File: src/rtl/rst_intr_arbiter.sv
module rst_intr_arbiter #(
  parameter logic [7:0] VEC_TRAP = 8'h24,
  parameter logic [7:0] VEC_HI   = 8'h3C,
  parameter logic [7:0] VEC_MID  = 8'h34,
  parameter logic [7:0] VEC_LO   = 8'h2C,
  parameter int         SRC_W    = 3
) (
  input  logic             clk,
  input  logic             rst_n,
  input  logic             trap_in,
  input  logic             rq_hi,
  input  logic             rq_mid,
  input  logic             rq_lo,
  input  logic             gen_req,
  input  logic             ie_set,
  input  logic             ie_clr,
  input  logic             mask_wr,
  input  logic [4:0]       mask_data,
  input  logic             take,
  output logic             irq_req,
  output logic [SRC_W-1:0] src_id,
  output logic [7:0]       vector,
  output logic             inta,
  output logic [6:0]       status
);
  localparam logic [SRC_W-1:0] S_NONE = SRC_W'(0);
  localparam logic [SRC_W-1:0] S_TRAP = SRC_W'(1);
  localparam logic [SRC_W-1:0] S_HI   = SRC_W'(2);
  localparam logic [SRC_W-1:0] S_MID  = SRC_W'(3);
  localparam logic [SRC_W-1:0] S_LO   = SRC_W'(4);
  localparam logic [SRC_W-1:0] S_GEN  = SRC_W'(5);

  logic             ie, hi_pend, trap_cap, trap_d, hi_d;
  logic [2:0]       msk;
  logic [SRC_W-1:0] win;
  logic [7:0]       win_vec;

  wire trap_live = trap_cap & trap_in;
  wire accept    = take & irq_req;
  wire msk_upd   = mask_wr & mask_data[3];
  wire hi_wipe   = mask_wr & mask_data[4];

  always_comb begin
    win = S_NONE;
    win_vec = 8'h00;
    if (trap_live) begin
      win = S_TRAP; win_vec = VEC_TRAP;
    end else if (ie && hi_pend && !msk[2]) begin
      win = S_HI; win_vec = VEC_HI;
    end else if (ie && rq_mid && !msk[1]) begin
      win = S_MID; win_vec = VEC_MID;
    end else if (ie && rq_lo && !msk[0]) begin
      win = S_LO; win_vec = VEC_LO;
    end else if (ie && gen_req) begin
      win = S_GEN;
    end
  end

  assign irq_req = (win != S_NONE);
  assign status  = {hi_pend, rq_mid, rq_lo, ie, msk};

  always_ff @(posedge clk or negedge rst_n) begin
    if (!rst_n) begin
      ie       <= 1'b0;
      msk      <= 3'b111;
      hi_pend  <= 1'b0;
      trap_cap <= 1'b0;
      trap_d   <= 1'b0;
      hi_d     <= 1'b0;
      src_id   <= S_NONE;
      vector   <= 8'h00;
      inta     <= 1'b0;
    end else begin
      trap_d <= trap_in;
      hi_d   <= rq_hi;
      inta   <= accept && (win == S_GEN);
      if (accept) begin
        src_id <= win;
        vector <= win_vec;
      end
      if (accept)      ie <= 1'b0;
      else if (ie_clr) ie <= 1'b0;
      else if (ie_set) ie <= 1'b1;
      if (msk_upd) msk <= mask_data[2:0];
      if ((accept && win == S_HI) || hi_wipe) hi_pend <= 1'b0;
      else if (rq_hi && !hi_d)                hi_pend <= 1'b1;
      if (accept && win == S_TRAP)   trap_cap <= 1'b0;
      else if (trap_in && !trap_d)   trap_cap <= 1'b1;
    end
  end

  AST_ACCEPT_CLEARS_IE: assert property (@(posedge clk) disable iff (!rst_n)
    accept |=> !status[3]);
  AST_SRC_HOLD: assert property (@(posedge clk) disable iff (!rst_n)
    !take |=> ($stable(src_id) && $stable(vector)));
  AST_MASK_HOLD: assert property (@(posedge clk) disable iff (!rst_n)
    !msk_upd |=> $stable(status[2:0]));
  AST_HI_PEND_KEPT: assert property (@(posedge clk) disable iff (!rst_n)
    (status[6] && !take && !hi_wipe) |=> status[6]);
  AST_TRAP_NOMASK: assert property (@(posedge clk) disable iff (!rst_n)
    trap_live |-> irq_req);
  AST_INTA_SINGLE: assert property (@(posedge clk) disable iff (!rst_n)
    inta |=> !inta);
  AST_INTA_GEN_ONLY: assert property (@(posedge clk) disable iff (!rst_n)
    inta |-> (src_id == S_GEN));
endmodule

File: config.mk
export PLATFORM = sky130hd
export DESIGN_NAME = rst_intr_arbiter
export DESIGN_NICKNAME = d
export VERILOG_FILES = /design/src/rtl/rst_intr_arbiter.sv
export SDC_FILE = /design/constraint.sdc
export NUM_CORES = 1
export LEC_CHECK = 0
export ABC_AREA = 1
export BUFFER_PORTS_ARGS = -buffer_cell sky130_fd_sc_hd__buf_2
export CORE_AREA = 2 2 51 48
export DETAILED_ROUTE_END_ITERATION = 10
export DIE_AREA = 0 0 53 50
export PLACE_DENSITY = 0.66
export SETUP_SLACK_MARGIN = 0.1
export SLEW_MARGIN = 25
export SYNTH_ARGS = -nofsm -noshare
export SYNTH_HDL_FRONTEND = slang
export SYNTH_SLANG_ARGS = --single-unit
export TNS_END_PERCENT = 30
File: constraint.sdc
create_clock -name clk -period 1.3 [get_ports clk]
set_input_delay 0.13 -clock clk [delete_from_list [all_inputs] [get_ports clk]]
set_output_delay 0.13 -clock clk [all_outputs]
set_load 0.1 [all_outputs]
==> results of run 1 <==
worst max path at each step:
stage | end | slack, ns | cells past startpoint
4_1_cts | irq_req | -0.42 | 6
6_report | irq_req | -0.41 | 6
5_1_grt | irq_req | -0.46 | 5
2_1_floorplan | src_id[1]$_DFFE_PN0P_ | -0.39 | 8
3_5_place_dp | irq_req | -0.11 | 6
3_3_place_gp | irq_req | -0.10 | 6
sequential cells by signal (all words and copies together) (netlist names):
signal	count
hi_d	1
msk	3
trap_cap	1
hi_pend	1
vector	2
ie	1
inta	1
trap_d	1
src_id	3
per-stage QoR:
stage               setup TNS, ns  hold slack, ns
floorplan                   -3.21          -0.166
global placement           -0.375          0.0385
detailed placement         -0.505          0.0458
CTS                         -1.89          0.0142
global route                -2.83          0.0299
finish                      -1.96          0.0236
cells in the mapped netlist, types with 2 or more instances:
cell type and instances:
nand2_1 14, dfstp_2 3, buf_4 10, nor2_1 4, nand2_2 5, inv_1 7
dfrtp_1 11, nor2_2 2, clkinv_1 2, nand2_4 2, nand3_1 5, a21oi_1 7
nand3_2 5
logic make-up after synthesis:
group	after synthesis	share of synthesized area
AOI/OAI and AO/OA	11	0.0922
buffers and inverters	21	0.157
DFF	14	0.450
other	1	0.00476
and+or+nand+nor	39	0.296
layout make-up:
cell class	instances	share of cell area
timing repair buffer	49	0.320
sequential	14	0.296
multi-input combinational	54	0.289
inverter	10	0.0384
clock buffer	4	0.0293
tap	27	0.0273
repair_timing:
item | 4_1_cts | 5_1_grt
endpoints found under the hold margin | 13 | 0
pin swaps | 3 | 4
hold buffers | 3 | 0
setup buffers | 1 | 4
setup endpoints to repair | 20 | 19
gates resized for setup | 9 | 6
routing by layer:
metal / global-route usage / vias to the layer above / part of all wire
met5: 0 / - / 0
met4: 0.0769 / 0 / 0.016
met3: 0.0303 / 3 / 0.059
met2: 0.256 / 26 / 0.52
met1: 0.179 / 318 / 0.41
li1: - / 353 / -
power groups by stage:
stage | Combinational (µW) | Sequential [µW] | Clock [µW]
finish | 1370 | 598 | 321
global route | 1430 | 611 | 354
CTS | 1340 | 599 | 330
detailed placement | 1280 | 600 | 0
global placement | 1280 | 593 | 0
floorplan | 620 | 1010 | 0
==> qor.yml, run 1 <==
placement:
  dpl.hpwl_um: 1300
  preCtsSetupSlack_ns: -0.111
  dpl.cell_count: 147
  port_buffers: 31
  place_area_um2: 1090
  gp_congestion: 0.805
floorplanning:
  die_x_um: 53
  chipHeight_um: 50
  num_io_pins: 36
  initial_core_util: 0.374
  row_count: 16
  dieArea_um2: 2650
  core_area_um2: 2100
cells_and_area:
  multi_input_area_um2: 358
  ff_latch_area_um2: 367
  final_cell_area_um2: 1240
  diodes: 0
  nets: 148
  utilization: 0.589
  stdcell_count: 158
  drive_above_1_share: 0.588
  areaGrowthSynthToFinish_pct: 57.4
  num-fill-cells: 185
  final_common_cell: "buf_2"
  most-common-layout-cells: "buf_2, buf_4, nand2_1"
worst_setup_path:
  cp_max_fo: 3
  r2r-end: "vector[3]$_DFFE_PN0P_"
  crit_chain: "inv_2 -> nand3_2 -> nand2_2 -> o21ai_4 -> nand2_8 -> buf_12"
  rr_worst_depth: 9
  slowest_stage: "dfstp_4"
  startpoint: "msk[0]$_DFFE_PN1P_"
  r2r_slack_ns: -0.22
  crit_family: "flip-flops"
  required_ns: 1.17
  cp_slowest_stage_delay_ns: 0.64
  worst_setup_path_start_kind: "flop"
  worstSetupEndpointType: "output port"
  path_buf_inv: 2
  critPathKind: "flop to output port"
  r2r-start: "msk[0]$_DFFE_PN1P_"
  crit_arrival_ns: 1.58
drt:
  ant_nets: 0
  wl_um: 1780
  drtIter0Drc: 6
  num_vias: 700
  viasPerCell: 4.43
  dr.pass1.iters: 3
  drcViolationCount: 0
  wl_per_cell_um: 11.2
clock_network:
  root_buffer: "clkbuf_4"
  clkSinkCount: 14
  cts_tree: "built"
  path_clk_slew_ns: 0.09
  numCtsBuffers: 3
  clock_latency_ns: 0.29
  cts.path.max_buffers: 2
  ctsHtreeMaxLevel: 1
pwr:
  powerDensity_nw_per_um2: 1850
  power_frac_comb: 0.598
  p_leak_uw: 0.000649
  p_seq_frac: 0.262
  p_sw_frac: 0.540
  p_switching_uw: 1230
  p_int_uw: 1050
  p_total_uw: 2290
  clockPowerShare: 0.141
  ir_drop_uv: 1170
sta:
  rsz0062_at_grt: "true"
  hold_viol: 0
  layout_setup_ws_ns: -0.408
  finalSetupViolations: 13
  post-route-min-period_ns: 1.71
  period_share: 1.31
  max_freq_mhz: 586
  fin_skew_ns: 0.00499
  drv_slew: 0
logic_synthesis:
  synthTopCellsByArea: "dfrtp_1, dfstp_2, buf_4, nand2_1, nand3_2"
  ys_ff_latch: 14
  synth_cell_type_count: 22
  yosysSeqAreaShare: 0.450
  ys_warn_count: 0
  syn_inst: 86
  synth_edf_count: 0
  synthesis.area_um2: 787
  synthFlopType: "dfrtp_1"
  syn_avg_cell_area_um2: 9.15
  synth_async_sr_flop_share: 1.00
  synth_top_area_share: 0.350
  yosysTopAreaCell: "dfrtp_1"
run_status:
  outcome: "finished with violations"
  violations: "negative setup slack"
job:
  drv_cap: 0
global_routing:
  track_usage: 0.152
  grt_max_degree: 15
  grt_pass1_wl_um: 2880
  grt_pass1_vias: 672
  antenna_found_initial: 0
  grt_overflow: 0
hold_path:
  hold_depth: 2
  min_to: "hi_pend$_DFFE_PN0P_"
  hp-class: "input pin to flop"
  min_from: "mask_data[4]"
Note: power is estimated with default switching activity, not from simulation.
==> run 2: changes to the inputs <==
--- a/config.mk
+++ b/config.mk
@@ -12,6 +12,7 @@
 export DIE_AREA = 0 0 53 50
 export PLACE_DENSITY = 0.66
 export SETUP_SLACK_MARGIN = 0.1
+export SKIP_CTS_REPAIR_TIMING = 1
 export SLEW_MARGIN = 25
 export SYNTH_ARGS = -nofsm -noshare
 export SYNTH_HDL_FRONTEND = slang
==> run 2 against run 1 <==
The flow still finishes with violations (negative setup slack). Clock skew shrank 0.0041 ns. Cell count shrank 1.3%. Sequential power is essentially flat. Non-clock buffer count shrank 2. Critical path depth is the same. Clock power shrank 2%. Utilization shrank 1.2 points. Via count shrank 2.9%. Critical path type unchanged.
==> qor.yml, run 2 (synthesized netlist as in run 1, its figures left out) <==
cells_and_area:
  final_common_cell: "buf_2"  # unchanged
  nets: 146  # was 148
  areaGrowthSynthToFinish_pct: 54.1  # was 57.4%
  reg.largest.list: "msk (3), src_id (3), vector (2)"  # unchanged
  diodes: 0  # unchanged
  drive_above_1_share: 0.566  # was 0.588
  final_cell_area_um2: 1210  # was 1240 µm²
  most-common-layout-cells: "buf_2, nand2_1, dfrtp_1, buf_4"  # was buf_2, buf_4, nand2_1
sta:
  drv_slew: 0  # unchanged
  post-route-min-period_ns: 1.71  # about the same
  max_freq_mhz: 585  # was 586 MHz
  hold_viol: 0  # unchanged
  rsz0062_at_grt: "true"  # unchanged
  finalSetupViolations: 12  # was 13
  period_share: 1.31  # about the same
  setup-tns-final_ns: -1.68  # was -1.96 ns
  fin_skew_ns: 0.000937  # was 0.00499 ns
  layout_setup_ws_ns: -0.408  # about the same
floorplanning:
  die_x_um: 53  # unchanged
  row_count: 16  # unchanged
  dieArea_um2: 2650  # unchanged
  num_io_pins: 36  # unchanged
  initial_core_util: 0.374  # unchanged
  chipHeight_um: 50  # unchanged
  core_area_um2: 2100  # unchanged
clock_network:
  cts_tree: "built"  # unchanged
  path_clk_slew_ns: 0.08  # was 0.09 ns
  clock_latency_ns: 0.28  # was 0.29 ns
  clkSinkCount: 14  # unchanged
  numCtsBuffers: 3  # unchanged
  ctsHtreeMaxLevel: 1  # unchanged
  root_buffer: "clkbuf_4"  # unchanged
  cts.path.max_buffers: 2  # unchanged
run_status:
  outcome: "finished with violations"  # unchanged
  violations: "negative setup slack"  # unchanged
drt:
  viasPerCell: 4.36  # was 4.43
  drcViolationCount: 0  # unchanged
  drtIter0Drc: 7  # was 6
  wl_per_cell_um: 10.8  # was 11.2 µm
  num_vias: 680  # was 700
  wl_um: 1690  # was 1780 µm
  dr.pass1.iters: 2  # was 3
  ant_nets: 0  # unchanged
global_routing:
  grt_overflow: 0  # unchanged
  grt_pass1_vias: 607  # was 672
  antenna_found_initial: 0  # unchanged
  track_usage: 0.139  # was 0.152
  grt_pass1_wl_um: 2620  # was 2880 µm
  grt_max_degree: 15  # unchanged
pwr:
  ir_drop_uv: 1250  # was 1170 µV
  p_total_uw: 2260  # was 2290 µW
  p_leak_uw: 0.000638  # was 0.000649 µW
  powerDensity_nw_per_um2: 1860  # was 1850 nW/µm²
worst_setup_path:
  crit_arrival_ns: 1.58  # about the same
  worst_setup_path_start_kind: "flop"  # unchanged
  cp_max_fo: 3  # unchanged
  cp_slowest_stage_delay_ns: 0.64  # about the same
  slowest_stage: "dfstp_4"  # unchanged
  critPathKind: "flop to output port"  # unchanged
  required_ns: 1.17  # about the same
  worstSetupEndpointType: "output port"  # unchanged
  crit_chain: "clkinv_4 -> nand3_4 -> nand2_4 -> o21ai_4 -> nand2_8 -> buf_12"  # was inv_2 -> nand3_2 -> nand2_2 -> o21ai_4 -> nand2_8 -> buf_12
placement:
  place_area_um2: 1090  # unchanged
  port_buffers: 31  # unchanged
  dpl.hpwl_um: 1300  # unchanged
  gp_congestion: 0.805  # unchanged
job:
  drv_cap: 0  # unchanged
hold_path:
  hp-class: "input pin to flop"  # unchanged
==> run 2: cell count changes in the layout (fill, tap and decap cells not counted), sizes merged <==
cell    previous run  this run
buf               44        41
clkbuf             6         7
==> run 2: critical path, delay by kind of cell, from the launching register on <==
kind            cells  cell delay, ns
compound gates      1            0.21
buf+inv             2            0.22
flops               1            0.64
simple gates        3            0.21
==> run 2: worst paths after layout <==
path	start	end	slack [ns]	cells after the start
hold / removal	mask_data[4]	hi_pend$_DFFE_PN0P_	0.02	2
setup / recovery	msk[1]$_DFFE_PN1P_	irq_req	-0.41	6
max in group asynchronous	rst_n	msk[2]$_DFFE_PN1P_	0.75	2
min in group asynchronous	rst_n	vector[3]$_DFFE_PN0P_	0.26	2
setup reg to reg	msk[1]$_DFFE_PN1P_	src_id[1]$_DFFE_PN0P_	-0.20	9
hold reg to reg	src_id[0]$_DFFE_PN0P_	src_id[0]$_DFFE_PN0P_	0.47	2
==> run 2: metal layers <==
metal  routed length, µm  GRT usage  part of all wire  up-vias
met3                 121     0.0303             0.072        3
met1                 689      0.177              0.41      301
met5                   0          0                 0        -
met4                  29     0.0769             0.017        0
met2                 850      0.213              0.50       26
li1                    -          -                 -      350
==> run 2: metrics by stage <==
stage,hold WS (ns),util,setup slack [ns],cells
6_report,0.0231,0.577,-0.408,156
5_1_grt,0.0299,0.577,-0.469,156
4_1_cts,-0.273,0.535,-0.440,151
3_5_place_dp,0.0458,0.518,-0.111,147
3_3_place_gp,0.0385,0.518,-0.101,147
2_1_floorplan,-0.166,-,-0.395,89
==> run 2: layout make-up <==
class                      instances  area, µm²
multi-input combinational         54        345
timing repair buffer              47        383
tap                               27       33.8
fill                             190        890
clock buffer                       4       36.3
sequential                        14        367
inverter                          10       47.5
==> run 2: where the power goes <==
part / switching, µW / internal (µW)
Sequential: 67.1 / 529
Combinational: 1010 / 337
Clock: 146 / 171
==> run 3: changes to the inputs <==
--- a/config.mk
+++ b/config.mk
@@ -5,12 +5,11 @@
 export SDC_FILE = /design/constraint.sdc
 export NUM_CORES = 1
 export LEC_CHECK = 0
-export ABC_AREA = 1
 export BUFFER_PORTS_ARGS = -buffer_cell sky130_fd_sc_hd__buf_2
-export CORE_AREA = 2 2 51 48
+export CORE_AREA = 2 2 49 47
 export DETAILED_ROUTE_END_ITERATION = 10
-export DIE_AREA = 0 0 53 50
-export PLACE_DENSITY = 0.66
+export DIE_AREA = 0 0 51 49
+export PLACE_DENSITY = 0.67
 export SETUP_SLACK_MARGIN = 0.1
 export SKIP_CTS_REPAIR_TIMING = 1
 export SLEW_MARGIN = 25
==> run 3 against run 2 <==
The flow still finishes with violations (negative setup slack). Critical path depth fell by 2. Combinational power fell by 14%. Clock skew rose by 0.0058 ns. Sequential power fell by 3%. Power fell by 9.9%. First-iteration DRC count rose by 29%. Register-to-register slack got worse by 0.13 ns.
==> qor.yml, run 3 <==
sta:
  max_freq_mhz: 500  # was 585 MHz
  rsz0062_at_grt: "true"  # unchanged
  hold_ws_ns: 0.0451  # was 0.0231 ns
  finalSetupViolations: 10  # was 12
  post-route-min-period_ns: 2.00  # was 1.71 ns
  period_share: 1.54  # was 1.31
  drv_slew: 0  # unchanged
  fin_skew_ns: 0.00675  # was 0.000937 ns
  hold_viol: 0  # unchanged
  layout_setup_ws_ns: -0.700  # was -0.408 ns
worst_setup_path:
  required_ns: 1.17  # about the same
  cp_slowest_stage_delay_ns: 0.64  # about the same
  crit_family: "flip-flops"  # unchanged
  crit_chain: "nor2b_4 -> or4_4 -> a22o_4 -> buf_12"  # was clkinv_4 -> nand3_4 -> nand2_4 -> o21ai_4 -> nand2_8 -> buf_12
  slowest_stage: "dfstp_4"  # unchanged
  critPathKind: "flop to output port"  # unchanged
  crit_arrival_ns: 1.87  # was 1.58 ns
  worstSetupEndpointType: "output port"  # unchanged
  cp_max_fo: 2  # was 3
  path_buf_inv: 1  # was 2
  worst_setup_path_start_kind: "flop"  # unchanged
cells_and_area:
  final_common_cell: "buf_2"  # unchanged
  reg.largest.list: "msk (3), src_id (3), vector (2)"  # unchanged
  ff_latch_area_um2: 367  # unchanged
  areaGrowthSynthToFinish_pct: 72.8  # was 54.1%
  most-common-layout-cells: "buf_2, buf_4, clkbuf_4, dfrtp_1"  # was buf_2, nand2_1, dfrtp_1, buf_4
  nets: 138  # was 146
  stdcell_count: 148  # was 156
  diodes: 0  # unchanged
  drive_above_1_share: 0.620  # was 0.566
  num-fill-cells: 170  # was 190
  multi_input_area_um2: 380  # was 345 µm²
  utilization: 0.629  # was 0.577
floorplanning:
  row_count: 16  # unchanged
  dieArea_um2: 2500  # was 2650 µm²
  die_x_um: 51  # was 53 µm
  num_io_pins: 36  # unchanged
  chipHeight_um: 49  # was 50 µm
  core_area_um2: 2020  # was 2100 µm²
  initial_core_util: 0.364  # was 0.374
global_routing:
  antenna_found_initial: 0  # unchanged
  grt_overflow: 0  # unchanged
  grt_max_degree: 15  # unchanged
  grt_pass1_vias: 703  # was 607
  grt_pass1_wl_um: 2860  # was 2620 µm
  track_usage: 0.151  # was 0.139
logic_synthesis:
  yosys-top-cells-count: "dfrtp_1, buf_4, nand2_1"  # was nand2_1, dfrtp_1, buf_4
  synth_most_common_cell: "dfrtp_1"  # was nand2_1
  synth_top_area_share: 0.374  # was 0.350
  synthFlopType: "dfrtp_1"  # unchanged
  ys_ff_latch: 14  # unchanged
  synthTopCellsByArea: "dfrtp_1, dfstp_2, buf_4, mux2_2, nor2b_4"  # was dfrtp_1, dfstp_2, buf_4, nand2_1, nand3_2
  syn_inst: 73  # was 86
  syn_avg_cell_area_um2: 10.1  # was 9.15 µm²
  synth_xor_area_frac: 0  # unchanged
  synth_top_family_by_area: "simple AND/OR/NAND/NOR gates"  # unchanged
  synthesis.area_um2: 736  # was 787 µm²
  synth_async_sr_flop_share: 1.00  # unchanged
  synthSimpleGateAreaFrac: 0.182  # was 0.296
  synth-adder-area-share: 0  # unchanged
  yosysSeqAreaShare: 0.481  # was 0.450
  muxShareOfSynthArea: 0.0459  # was 0
  synth_compound_area_frac: 0.151  # was 0.0922
  ys_warn_count: 0  # unchanged
  synth_cell_type_count: 27  # was 22
  synth_edf_count: 0  # unchanged
  yosysTopAreaCell: "dfrtp_1"  # unchanged
job:
  drv_cap: 0  # unchanged
clock_network:
  clkSinkCount: 14  # unchanged
  cts.path.max_buffers: 2  # unchanged
  clock_latency_ns: 0.27  # was 0.28 ns
  cts_tree: "built"  # unchanged
  ctsHtreeMaxLevel: 1  # unchanged
  root_buffer: "clkbuf_4"  # unchanged
  path_clk_slew_ns: 0.09  # was 0.08 ns
  numCtsBuffers: 3  # unchanged
drt:
  drcViolationCount: 0  # unchanged
  drtIter0Drc: 9  # was 7
  viasPerCell: 4.85  # was 4.36
  dr.pass1.iters: 4  # was 2
  num_vias: 718  # was 680
  ant_nets: 0  # unchanged
  wl_um: 1850  # was 1690 µm
  wl_per_cell_um: 12.5  # was 10.8 µm
hold_path:
  hp-class: "input pin to flop"  # unchanged
run_status:
  violations: "negative setup slack"  # unchanged
  outcome: "finished with violations"  # unchanged
pwr:
  ir_drop_uv: 916  # was 1250 µV
  p_leak_uw: 0.000615  # was 0.000638 µW
  powerDensity_nw_per_um2: 1600  # was 1860 nW/µm²
placement:
  dpl.cell_count: 140  # was 147
  dpl.hpwl_um: 1380  # was 1300 µm
  gp_congestion: 0.836  # was 0.805
  port_buffers: 31  # unchanged
## run 3: cell count changes in the layout (fill, tap and decap cells not counted), sizes merged, moves of 2 or more
cell    previous run  this run
nor2b              0         3
nand2             21         7
clkbuf             7        11
mux2               0         3
a21oi              7         5
o221ai             0         2
nor2               6         4
inv                8         5
clkinv             2         0
nand3             11         4
## run 3: report_power, final
part           internal, µW  switching [µW]
combinational           365             783
sequential              520            58.8
clock                   170             136
total                  1050             978
## run 3: kinds of logic after synthesis
| group | after synthesis |
|---|---|
| buffers and inverters | 16 |
| flip-flops | 14 |
| other | 1 |
| multiplexers | 3 |
| AO/OA/AOI/OAI | 16 |
| AND/OR/NAND/NOR | 23 |
## run 3: routing by layer
layer,up-vias,share of wire,GRT usage
li1,343,-,-
met1,340,0.40,0.193
met2,33,0.53,0.236
met3,2,0.062,0.0399
met4,0,0.0049,0.0721
met5,-,0,0
## run 3: per-stage QoR
stage	setup slack, ns	TNS (ns)	power, µW	cell area, µm²
floorplan	-0.553	-2.18	1350	772
CTS	-0.822	-2.23	1940	1120
finish	-0.700	-1.99	2030	1270
global placement	-0.494	-1.42	1610	1080
global route	-0.731	-2.35	2120	1270
detailed placement	-0.503	-1.63	1620	1080
## run 3: worst paths after layout
kind	from	to	slack, ns	depth (start not counted)
setup / recovery	msk[1]$_DFFE_PN1P_	irq_req	-0.70	4
hold / removal	mask_data[4]	hi_pend$_DFFE_PN0P_	0.05	2
setup reg to reg	msk[1]$_DFFE_PN1P_	vector[2]$_DFFE_PN0P_	-0.33	5
hold reg to reg	src_id[0]$_DFFE_PN0P_	src_id[0]$_DFFE_PN0P_	0.51	1
max in group asynchronous	rst_n	msk[2]$_DFFE_PN1P_	0.71	2
min in group asynchronous	rst_n	vector[3]$_DFFE_PN0P_	0.29	2
## run 3: cell type report
| type | instances | area share |
|---|---|---|
| Clock buffer | 4 | 0.0285 |
| Inverter | 5 | 0.0148 |
| Multi-Input combinational cell | 46 | 0.299 |
| Sequential cell | 14 | 0.288 |
| Tap cell | 27 | 0.0266 |
| Timing Repair Buffer | 52 | 0.343 |
